### config.mk
export PLATFORM = sky130hd
export DESIGN_NAME = therm_alert
export DESIGN_NICKNAME = d
export VERILOG_FILES = /design/src/rtl/therm_pkg.sv /design/src/rtl/therm_cmp.sv /design/src/rtl/therm_fault_q.sv /design/src/rtl/therm_alert_st.sv /design/src/rtl/therm_alert.sv
export SDC_FILE = /design/constraint.sdc
export NUM_CORES = 1
export LEC_CHECK = 0
export BUFFER_PORTS_ARGS = -buffer_cell sky130_fd_sc_hd__buf_4
export CAP_MARGIN = 25
export CORE_ASPECT_RATIO = 0.9
export CORE_UTILIZATION = 46
export CTS_CLUSTER_SIZE = 12
export DETAILED_ROUTE_END_ITERATION = 10
export PLACE_DENSITY_LB_ADDON = 0.15
export SYNTH_ARGS = -nofsm -noshare
export SYNTH_HDL_FRONTEND = slang
export SYNTH_HIERARCHICAL = 1
export SYNTH_SLANG_ARGS = --single-unit
### constraint.sdc
create_clock -name clk -period 2.4 [get_ports clk]
set_input_delay 0.24 -clock clk [delete_from_list [all_inputs] [get_ports clk]]
set_output_delay 0.24 -clock clk [all_outputs]
set_load 0.01 [all_outputs]
### src/rtl/therm_pkg.sv
package therm_pkg;
   typedef enum logic {
      ARM_HI = 1'b0,
      ARM_LO = 1'b1
   } arm_t;

   function automatic int max4(input int a, input int b, input int c, input int d);
      int m;
      m = a;
      if (b > m) m = b;
      if (c > m) m = c;
      if (d > m) m = d;
      return m;
   endfunction
endpackage

### src/rtl/therm_cmp.sv
module therm_cmp
   import therm_pkg::*;
#(
   parameter int TW         = 12,
   parameter bit SIGNED_CMP = 1'b1
) (
   input  logic [TW-1:0] temp,
   input  logic [TW-1:0] lim_hi,
   input  logic [TW-1:0] lim_lo,
   input  arm_t          arm,
   output logic          fault
);
   logic at_or_above_hi;
   logic below_lo;

   generate
      if (TW < 2) begin : g_bad_tw
         $error("therm_cmp: TW must be at least 2");
      end
      if (SIGNED_CMP) begin : g_signed
         assign at_or_above_hi = $signed(temp) >= $signed(lim_hi);
         assign below_lo       = $signed(temp) <  $signed(lim_lo);
      end else begin : g_unsigned
         assign at_or_above_hi = temp >= lim_hi;
         assign below_lo       = temp <  lim_lo;
      end
   endgenerate

   assign fault = (arm == ARM_HI) ? at_or_above_hi : below_lo;
endmodule

### src/rtl/therm_fault_q.sv
module therm_fault_q #(
   parameter int Q0 = 1,
   parameter int Q1 = 2,
   parameter int Q2 = 4,
   parameter int Q3 = 6
) (
   input  logic       clk,
   input  logic       rst_n,
   input  logic       smp_vld,
   input  logic       fault,
   input  logic [1:0] fq_sel,
   output logic       trip
);
   localparam int QMAX = therm_pkg::max4(Q0, Q1, Q2, Q3);
   localparam int CW   = $clog2(QMAX + 1);

   generate
      if (Q0 < 1 || Q1 < 1 || Q2 < 1 || Q3 < 1) begin : g_bad_q
         $error("therm_fault_q: every queue depth must be at least 1");
      end
   endgenerate

   logic [CW-1:0] cnt;
   logic [CW-1:0] cnt_inc;
   logic [CW-1:0] n_sel;

   always_comb begin
      unique case (fq_sel)
         2'd0:    n_sel = CW'(Q0);
         2'd1:    n_sel = CW'(Q1);
         2'd2:    n_sel = CW'(Q2);
         default: n_sel = CW'(Q3);
      endcase
   end

   assign cnt_inc = cnt + 1'b1;
   assign trip    = smp_vld & fault & (cnt_inc >= n_sel);

   always_ff @(posedge clk) begin
      if (!rst_n) begin
         cnt <= '0;
      end else if (smp_vld) begin
         if (!fault || trip) cnt <= '0;
         else                cnt <= cnt_inc;
      end
   end

   // a passing valid result empties the queue
   a_r4_pass_clears: assert property (@(posedge clk) disable iff (!rst_n)
      smp_vld && !fault |=> cnt == '0);
   // idle cycles leave the count alone
   a_r4_idle_holds: assert property (@(posedge clk) disable iff (!rst_n)
      !smp_vld |=> $stable(cnt));
   // a trip always leaves the queue empty
   a_r3_trip_empties: assert property (@(posedge clk) disable iff (!rst_n)
      trip |=> cnt == '0);
endmodule

### src/rtl/therm_alert_st.sv
module therm_alert_st
   import therm_pkg::*;
(
   input  logic clk,
   input  logic rst_n,
   input  logic trip,
   input  logic mode_int,
   input  logic rd_ack,
   output arm_t arm,
   output logic active
);
   logic int_q;

   always_ff @(posedge clk) begin
      if (!rst_n) begin
         arm   <= ARM_HI;
         int_q <= 1'b0;
      end else begin
         if (trip) arm <= (arm == ARM_HI) ? ARM_LO : ARM_HI;
         if (mode_int && trip) int_q <= 1'b1;
         else if (rd_ack || !mode_int) int_q <= 1'b0;
      end
   end

   assign active = mode_int ? int_q : (arm == ARM_LO);

   // every trip swaps the armed limit
   a_r7_arm_swaps: assert property (@(posedge clk) disable iff (!rst_n)
      trip |=> arm != $past(arm));
   // a trip wins over a read in the same cycle
   a_r8_trip_wins: assert property (@(posedge clk) disable iff (!rst_n)
      mode_int && trip |=> int_q);
   // a read without a trip clears the latch
   a_r8_read_clears: assert property (@(posedge clk) disable iff (!rst_n)
      rd_ack && !trip |=> !int_q);
   // the latch only rises because of a trip
   a_r7_rise_from_trip: assert property (@(posedge clk) disable iff (!rst_n)
      $rose(int_q) |-> $past(trip));
endmodule

### src/rtl/therm_alert.sv
module therm_alert
   import therm_pkg::*;
#(
   parameter int TW         = 12,
   parameter bit SIGNED_CMP = 1'b1,
   parameter int Q0         = 1,
   parameter int Q1         = 2,
   parameter int Q2         = 4,
   parameter int Q3         = 6
) (
   input  logic          clk,
   input  logic          rst_n,
   input  logic          temp_vld,
   input  logic [TW-1:0] temp,
   input  logic [TW-1:0] lim_hi,
   input  logic [TW-1:0] lim_lo,
   input  logic [1:0]    fq_sel,
   input  logic          mode_int,
   input  logic          pol,
   input  logic          rd_ack,
   output logic          alert_pin
);
   arm_t arm;
   logic fault;
   logic trip;
   logic active;

   therm_cmp #(.TW(TW), .SIGNED_CMP(SIGNED_CMP)) u_cmp (
      .temp   (temp),
      .lim_hi (lim_hi),
      .lim_lo (lim_lo),
      .arm    (arm),
      .fault  (fault)
   );

   therm_fault_q #(.Q0(Q0), .Q1(Q1), .Q2(Q2), .Q3(Q3)) u_fq (
      .clk     (clk),
      .rst_n   (rst_n),
      .smp_vld (temp_vld),
      .fault   (fault),
      .fq_sel  (fq_sel),
      .trip    (trip)
   );

   therm_alert_st u_st (
      .clk      (clk),
      .rst_n    (rst_n),
      .trip     (trip),
      .mode_int (mode_int),
      .rd_ack   (rd_ack),
      .arm      (arm),
      .active   (active)
   );

   assign alert_pin = pol ? active : ~active;

   // in comparator mode the alert changes only on a trip
   a_r5_cmp_moves_on_trip: assert property (@(posedge clk) disable iff (!rst_n)
      !mode_int && $past(!mode_int) && (active != $past(active)) |-> $past(trip));
   // the first cycle after reset shows an inactive alert
   a_r1_reset_idle: assert property (@(posedge clk)
      $past(!rst_n) |-> !active);
endmodule

==> results of run 1 <==
==> flip-flops by register name (all words and copies together) (netlist names) <==
register / count
u_st/arm: 1
u_fq/cnt: 3
u_st/int_q: 1
==> power groups by stage <==
stage               Combinational [mW]  Clock (mW)  Sequential, mW
global placement                 0.192           0          0.0953
finish                           0.200      0.0975          0.0940
global route                     0.229       0.114          0.0947
detailed placement               0.199           0          0.0956
CTS                              0.201       0.101          0.0940
floorplan                        0.112           0          0.0940
==> Yosys cell counts <==
master and n:
nand3b_1 3, dfxtp_1 5, a211o_1 1, a21oi_1 7, a311oi_2 1, inv_1 26
ha_1 27, xnor2_1 1, nor2b_1 4, a41oi_2 1, nor4b_1 1, nand4b_1 1
mux2_4 1, a311oi_1 1, nor3_1 2, nand3_1 2, o21ai_0 4, a2111oi_2 1
nand2_1 2, nand4_1 5, nand2b_1 1, o211ai_1 4, nor3b_1 2, o21ai_1 3
xor2_1 2, nor2_1 3, nand2b_2 1, and2_1 1, a211oi_1 1, o211a_1 2
==> cell usage in the layout, fill, tap and decap left out, types with 2 or more instances in the layout <==
cell type,netlist,routed
o211a_1,2,2
xor2_1,2,2
nand3_1,2,2
clkbuf_4,0,3
nor3b_1,2,2
dfxtp_1,5,5
inv_1,26,26
buf_4,0,44
nor3_1,2,2
nand2_1,2,2
a21oi_1,7,7
ha_1,27,27
nand3b_1,3,3
nor2_1,3,3
o21ai_0,4,4
nand4_1,5,5
o211ai_1,4,4
o21ai_1,3,3
nor2b_1,4,4
==> through the flow <==
| step | hold slack (ns) | power, mW |
|---|---|---|
| 6_report | 0.240 | 0.392 |
| 3_5_place_dp | 0.479 | 0.295 |
| 5_1_grt | 0.233 | 0.437 |
| 3_3_place_gp | 0.479 | 0.287 |
| 4_1_cts | 0.238 | 0.396 |
| 2_1_floorplan | 0.362 | 0.206 |
==> logic make-up (layout without fill, tap and decap cells) <==
family / Yosys count / after routing
xor+xnor: 3 / 3
mux: 1 / 1
buf+inv: 26 / 74
flops: 5 / 5
simple gates: 28 / 28
compound gates: 26 / 26
fa+ha+maj: 27 / 27
==> how the worst min path moves through the flow <==
stage | slack, ns | start | to
after global placement | 0.48 | u_fq/cnt[2] | u_fq/cnt[2]
after CTS | 0.24 | mode_int | u_st/int_q
after floorplan | 0.36 | rst_n | u_st/arm
final | 0.24 | mode_int | u_st/int_q
after detailed placement | 0.48 | u_fq/cnt[2] | u_fq/cnt[2]
after global routing | 0.23 | mode_int | u_st/int_q
==> layer usage <==
metal  vias up  share of wire, %  global-route usage [%]
met5         -                 0                       0
li1        515                 -                       -
met2        30                46                    36.2
met3         0               5.3                    5.05
met1       435                49                    26.9
met4         0                 0                       0
==> cell type report <==
type	count	area (um^2)	area share, %
multi-input combinational	85	742	55.9
inverter	26	97.6	7.35
sequential	5	100	7.54
tap	25	31.3	2.36
timing repair buffer	44	330	24.9
clock buffer	4	26.3	1.98
==> flow_summary.ini, run 1 <==
[run_status]
run_status = finished, final reports clean

[timing]
fin_setup_tns_ns = 0
finalHoldViolations = 0
setup_viol = 0
final-max-slew-violation-count = 0
finalClockSkew_ns = 0.00390
rsz0062_at_grt = no
period_needed_ns = 2.09
max_freq_mhz = 478
max_slew_margin_pct = 71.9
period_share_pct = 87.2
worst_slew_pin_slew_ns = 0.418
layout_setup_ws_ns = 0.307

[synth]
synth_top_area_share_pct = 36.0
syn_nets = 187
yosysTopAreaCell = ha_1
synth-seq-cells = 5
synthTopCellsByArea = ha_1 (36%), dfxtp_1 (11%), inv_1 (10%), a21oi_1 (3.7%), nand4_1 (3.3%)
synth_top_family_by_area = adder cells
synth-adder-area-share_pct = 36.0
synth_xor_area_share_pct = 2.80
synth_area_um2 = 940
synth.avg_cell_area_um2 = 8.10
synth_mux_area_share_pct = 1.60
synth_cell_types = 30
synthSimpleGateAreaFrac_pct = 18.2
yosys_warnings = 6
synth_compound_area_share_pct = 20.4
ys_seq_area_share_pct = 10.7
netlist_instances = 116

[clock_tree]
cts_post_setup_buffers_inserted = 0
cts_buffers = 3
cts.htree.levels = 1
clock_latency_ns = 0.24
clk_pin_slew_ns = 0.05
cts_sinks = 5
holdBufCountCts = 0
clock_path_buffers = 2
post_cts_resized = 0
cts_tree = yes
cts_root_buffer = clkbuf_4

[final_layout]
antennaDiodeCount = 0
instances_no_fill = 189
drive_above_1_share_pct = 31.7
syn_to_final_growth_pct = 41.3
fin_util_pct = 69.3
nFillCells = 173
post-route-cell-area_um2 = 1330
fin_nets = 236

[grt]
grt_pass1_vias = 914
grt_use_total_pct = 20.5
grt_max_degree = 9
grt_pass1_wl_mm = 3.59
gr-total-overflow = 0
antenna_found_initial = 0

[worst_setup_path]
cp_num_cells = 10
endpoint = u_fq/cnt[1]
r2r_slack_ns = 0.51
cp_slowest_cell = a311oi_1
cp.required_ns = 2.56
path_delay_family = compound AO/OA/AOI/OAI gates
path_max_fanout = 3
r2r_start = u_fq/cnt[0]
path_buf_inv = 1
r2r-end = u_st/arm
cp.arrival_ns = 2.25
crit_start = temp[9]
critical_path.endpoint_type = flip-flop
worst_path_most_repeated_cell = nand4_1
crit_chain = buf_4, ha_1, nand4_1, nor3_1, a311oi_2, a211oi_1, a311oi_1, nor2b_1, nand4_1, o21ai_0
worst-r2r-cell-count = 8
worstSetupPathType = input port to flip-flop
critPathMaxStageDelay_ns = 0.41
critPathLaunchType = input port

[power]
power_leakage_nw = 0.753
seqPwrFrac_pct = 24.0
switching_share_pct = 33.0
p_switching_mw = 0.129
clkPwrFrac_pct = 24.9
comb_power_share_pct = 51.1
internal-power_mw = 0.262
power_density_nw_per_um2 = 295
peakVddDrop_mv = 0.243

[floorplan]
die_area_um2 = 2230
io_pins = 45
initial_core_util_pct = 49.1
fp-row-count = 15
die_w_um = 49.6
die_h_um = 44.9
core_area_um2 = 1910

[detailed_routing]
via_per_inst = 5.19
drt_iter0_markers = 14
drt_wl_total_mm = 2.00
drc = 0
final_antenna_net_count = 0
dr.pass1.iters = 4
routed-via-count = 980
wl_per_cell_um = 10.6

[placement]
dpl-instance-area_um2 = 1300
io_buffers = 44
place_ws_ns = 0.118
dpl.hpwl_mm = 1.79
dp_cells = 185
gp_routability_congestion = 0.786

[hold_path]
holdCritPathClass = input port to flip-flop
whs_path_depth = 2

[job]
drv_cap = 0
Note: power is estimated with default switching activity, not from simulation.
==> run 2: changes to the inputs <==
--- a/config.mk
+++ b/config.mk
@@ -5,13 +5,15 @@
 export SDC_FILE = /design/constraint.sdc
 export NUM_CORES = 1
 export LEC_CHECK = 0
+export ABC_AREA = 1
 export BUFFER_PORTS_ARGS = -buffer_cell sky130_fd_sc_hd__buf_4
 export CAP_MARGIN = 25
 export CORE_ASPECT_RATIO = 0.9
-export CORE_UTILIZATION = 46
+export CORE_UTILIZATION = 48
 export CTS_CLUSTER_SIZE = 12
 export DETAILED_ROUTE_END_ITERATION = 10
 export PLACE_DENSITY_LB_ADDON = 0.15
+export RECOVER_POWER = 100
 export SYNTH_ARGS = -nofsm -noshare
 export SYNTH_HDL_FRONTEND = slang
 export SYNTH_HIERARCHICAL = 1
==> run 2 against run 1 <==
Against the previous run:
- synthesized cell count up 51%
- highest routed layer unchanged
- largest cell class unchanged
- core utilization is 2.7 points higher
- cell count increased by 31%
- clock power decreased by 1%
- routed wire length increased by 15%
- non-clock buffer count stayed put
- register-to-register slack better by 0.02 ns
- count of clock-buffer cells in the layout is the same
- first-iteration DRC count grew 29%
- sequential share of layout area is 0.55 points lower
- via count increased by 16%
==> flow_summary.ini, run 2 <==
[run_status]
run_status = finished, final reports clean

[timing]
worst_slew_pin_slew_ns = 0.231
finalClockSkew_ns = 0.00449
period_needed_ns = 1.87
max_slew_margin_pct = 84.4
final-max-slew-violation-count = 0
finalHoldViolations = 0
max_freq_mhz = 535
period_share_pct = 77.9
rsz0062_at_grt = no
setup_viol = 0
holdWs_ns = 0.245
fin_setup_tns_ns = 0

[synth]
synth_edf_count = 0
synth.avg_cell_area_um2 = 6.06
synth_cell_types = 18
synth_top_area_share_pct = 31.9
synth-seq-cells = 5
syn_nets = 246
synth_area_um2 = 1060
yosysTopAreaCell = ha_1
synth-main-ff-cell = dfxtp_1
ys_seq_area_share_pct = 9.45
netlist_top_cells_count = inv_1 (53), nand2_1 (50), ha_1 (27)
netlist_instances = 175
synth_most_common_cell = inv_1
yosys_warnings = 6
synthArstFlopShare_pct = 0
synthTopCellsByArea = ha_1 (32%), inv_1 (19%), nand2_1 (18%), dfxtp_1 (9.4%), a21oi_1 (4.3%)

[final_layout]
final_common_cell = inv_1
antennaDiodeCount = 0
reg.largest.list = u_fq/cnt (3), u_st/arm (1), u_st/int_q (1)
layout_common_cells = inv_1 (53), nand2_1 (51), buf_4 (43)
fin_nets = 295
instances_no_fill = 248
drive_above_1_share_pct = 22.9
regMostFlops = u_fq/cnt
syn_to_final_growth_pct = 35.2
largest_reg_flops = 3

[grt]
grt_pass1_vias = 1050
antenna_found_initial = 0
grt_max_degree = 6
grt_pass1_wl_mm = 3.85
grt_use_total_pct = 21.1
gr-total-overflow = 0

[floorplan]
io_pins = 45
initial_core_util_pct = 53.3
die_area_um2 = 2400
core_area_um2 = 1990
die_h_um = 46.6
fp-row-count = 15
die_w_um = 51.5

[power]
power_leakage_nw = 0.927
internal-power_mw = 0.256
power_density_nw_per_um2 = 275
clkPwrFrac_pct = 24.4
peakVddDrop_mv = 0.232
comb_power_share_pct = 52.1
switching_share_pct = 35.1
p_switching_mw = 0.138
power_mw = 0.394
seqPwrFrac_pct = 23.5

[worst_setup_path]
worstSetupPathType = flip-flop to flip-flop
critical_path.endpoint_type = flip-flop
critPathLaunchType = flip-flop
path_max_fanout = 4
cp.required_ns = 2.54
cp.arrival_ns = 2.01

[clock_tree]
cts.htree.levels = 1
clock_path_buffers = 2
cts_tree = yes
cts_root_buffer = clkbuf_4
cts_post_setup_buffers_inserted = 0
holdBufCountCts = 0
clock_latency_ns = 0.24
cts_sinks = 5
cts_buffers = 3
clk_pin_slew_ns = 0.04
post_cts_resized = 0

[placement]
dpl.hpwl_mm = 2.09
io_buffers = 44
dp_cells = 244
gp_routability_congestion = 0.722

[hold_path]
holdCritPathClass = input port to flip-flop

[detailed_routing]
via_per_inst = 4.57
drt_iter0_markers = 18
final_antenna_net_count = 0
drc = 0
dr.pass1.iters = 4
drt_wl_total_mm = 2.30
routed-via-count = 1134
wl_per_cell_um = 9.27

[job]
drv_cap = 0
run 2: cell families after synthesis:
kind of cell	after synthesis	share of synthesized area, %
AOI/OAI and AO/OA	14	8.26
adders and majority gates	27	31.9
buffers and inverters	53	18.8
DFF	5	9.45
and+or+nand+nor	76	31.6
run 2: path summary, 6_finish.rpt:
kind,from,to,slack [ns],cells after the start
worst max-delay path,u_fq/cnt[0],u_st/arm,0.53,11
worst min-delay path,mode_int,u_st/int_q,0.25,3
worst min register to register,u_st/int_q,u_st/int_q,0.46,2
worst max register to register,u_fq/cnt[0],u_st/arm,0.53,11
run 2: worst max-delay path: stages, from the launching register on:
cell     delay, ns
dfxtp_1       0.34
ha_1          0.22
nor2_1        0.17
nor2_4        0.06
ha_1          0.34
nand2_1       0.07
inv_1         0.04
nand2_1       0.09
a21oi_1       0.23
nand2_1       0.09
nand2_1       0.06
nor2_1        0.04
run 2: area by class of cell:
| cell class | count | area [um^2] |
|---|---|---|
| multi-input cells | 117 | 749 |
| fillers | 181 | 557 |
| inverters | 53 | 199 |
| flip-flops and latches | 5 | 100 |
| well taps | 25 | 31.3 |
| repair buffers | 44 | 327 |
| clock buffers | 4 | 26.3 |
run 2: through the flow:
step / cell area, um^2 / worst slack [ns] / utilization (%)
final: 1430 / 0.530 / 72.0
after global routing: 1430 / 0.321 / 72.0
after CTS: 1450 / 0.574 / 72.8
after detailed placement: 1420 / 0.465 / 71.4
after global placement: 1420 / 0.516 / 71.4
after floorplan: 1060 / 0.732 / -
run 2: power groups by stage:
stage	Clock (mW)	Sequential (mW)	Combinational [mW]
2_1_floorplan	0	0.0921	0.120
3_3_place_gp	0	0.0933	0.198
3_5_place_dp	0	0.0940	0.208
4_1_cts	0.100	0.0925	0.209
5_1_grt	0.111	0.0928	0.235
6_report	0.0963	0.0925	0.205
run 2: metal layers:
metal | GRT usage [%] | wire length (um) | vias to the layer above
met2 | 41.6 | 1110 | 32
met3 | 3.96 | 126 | 0
met1 | 25.0 | 1070 | 474
met5 | 0 | 0 | -
met4 | 0 | 0 | 0
li1 | - | - | 628
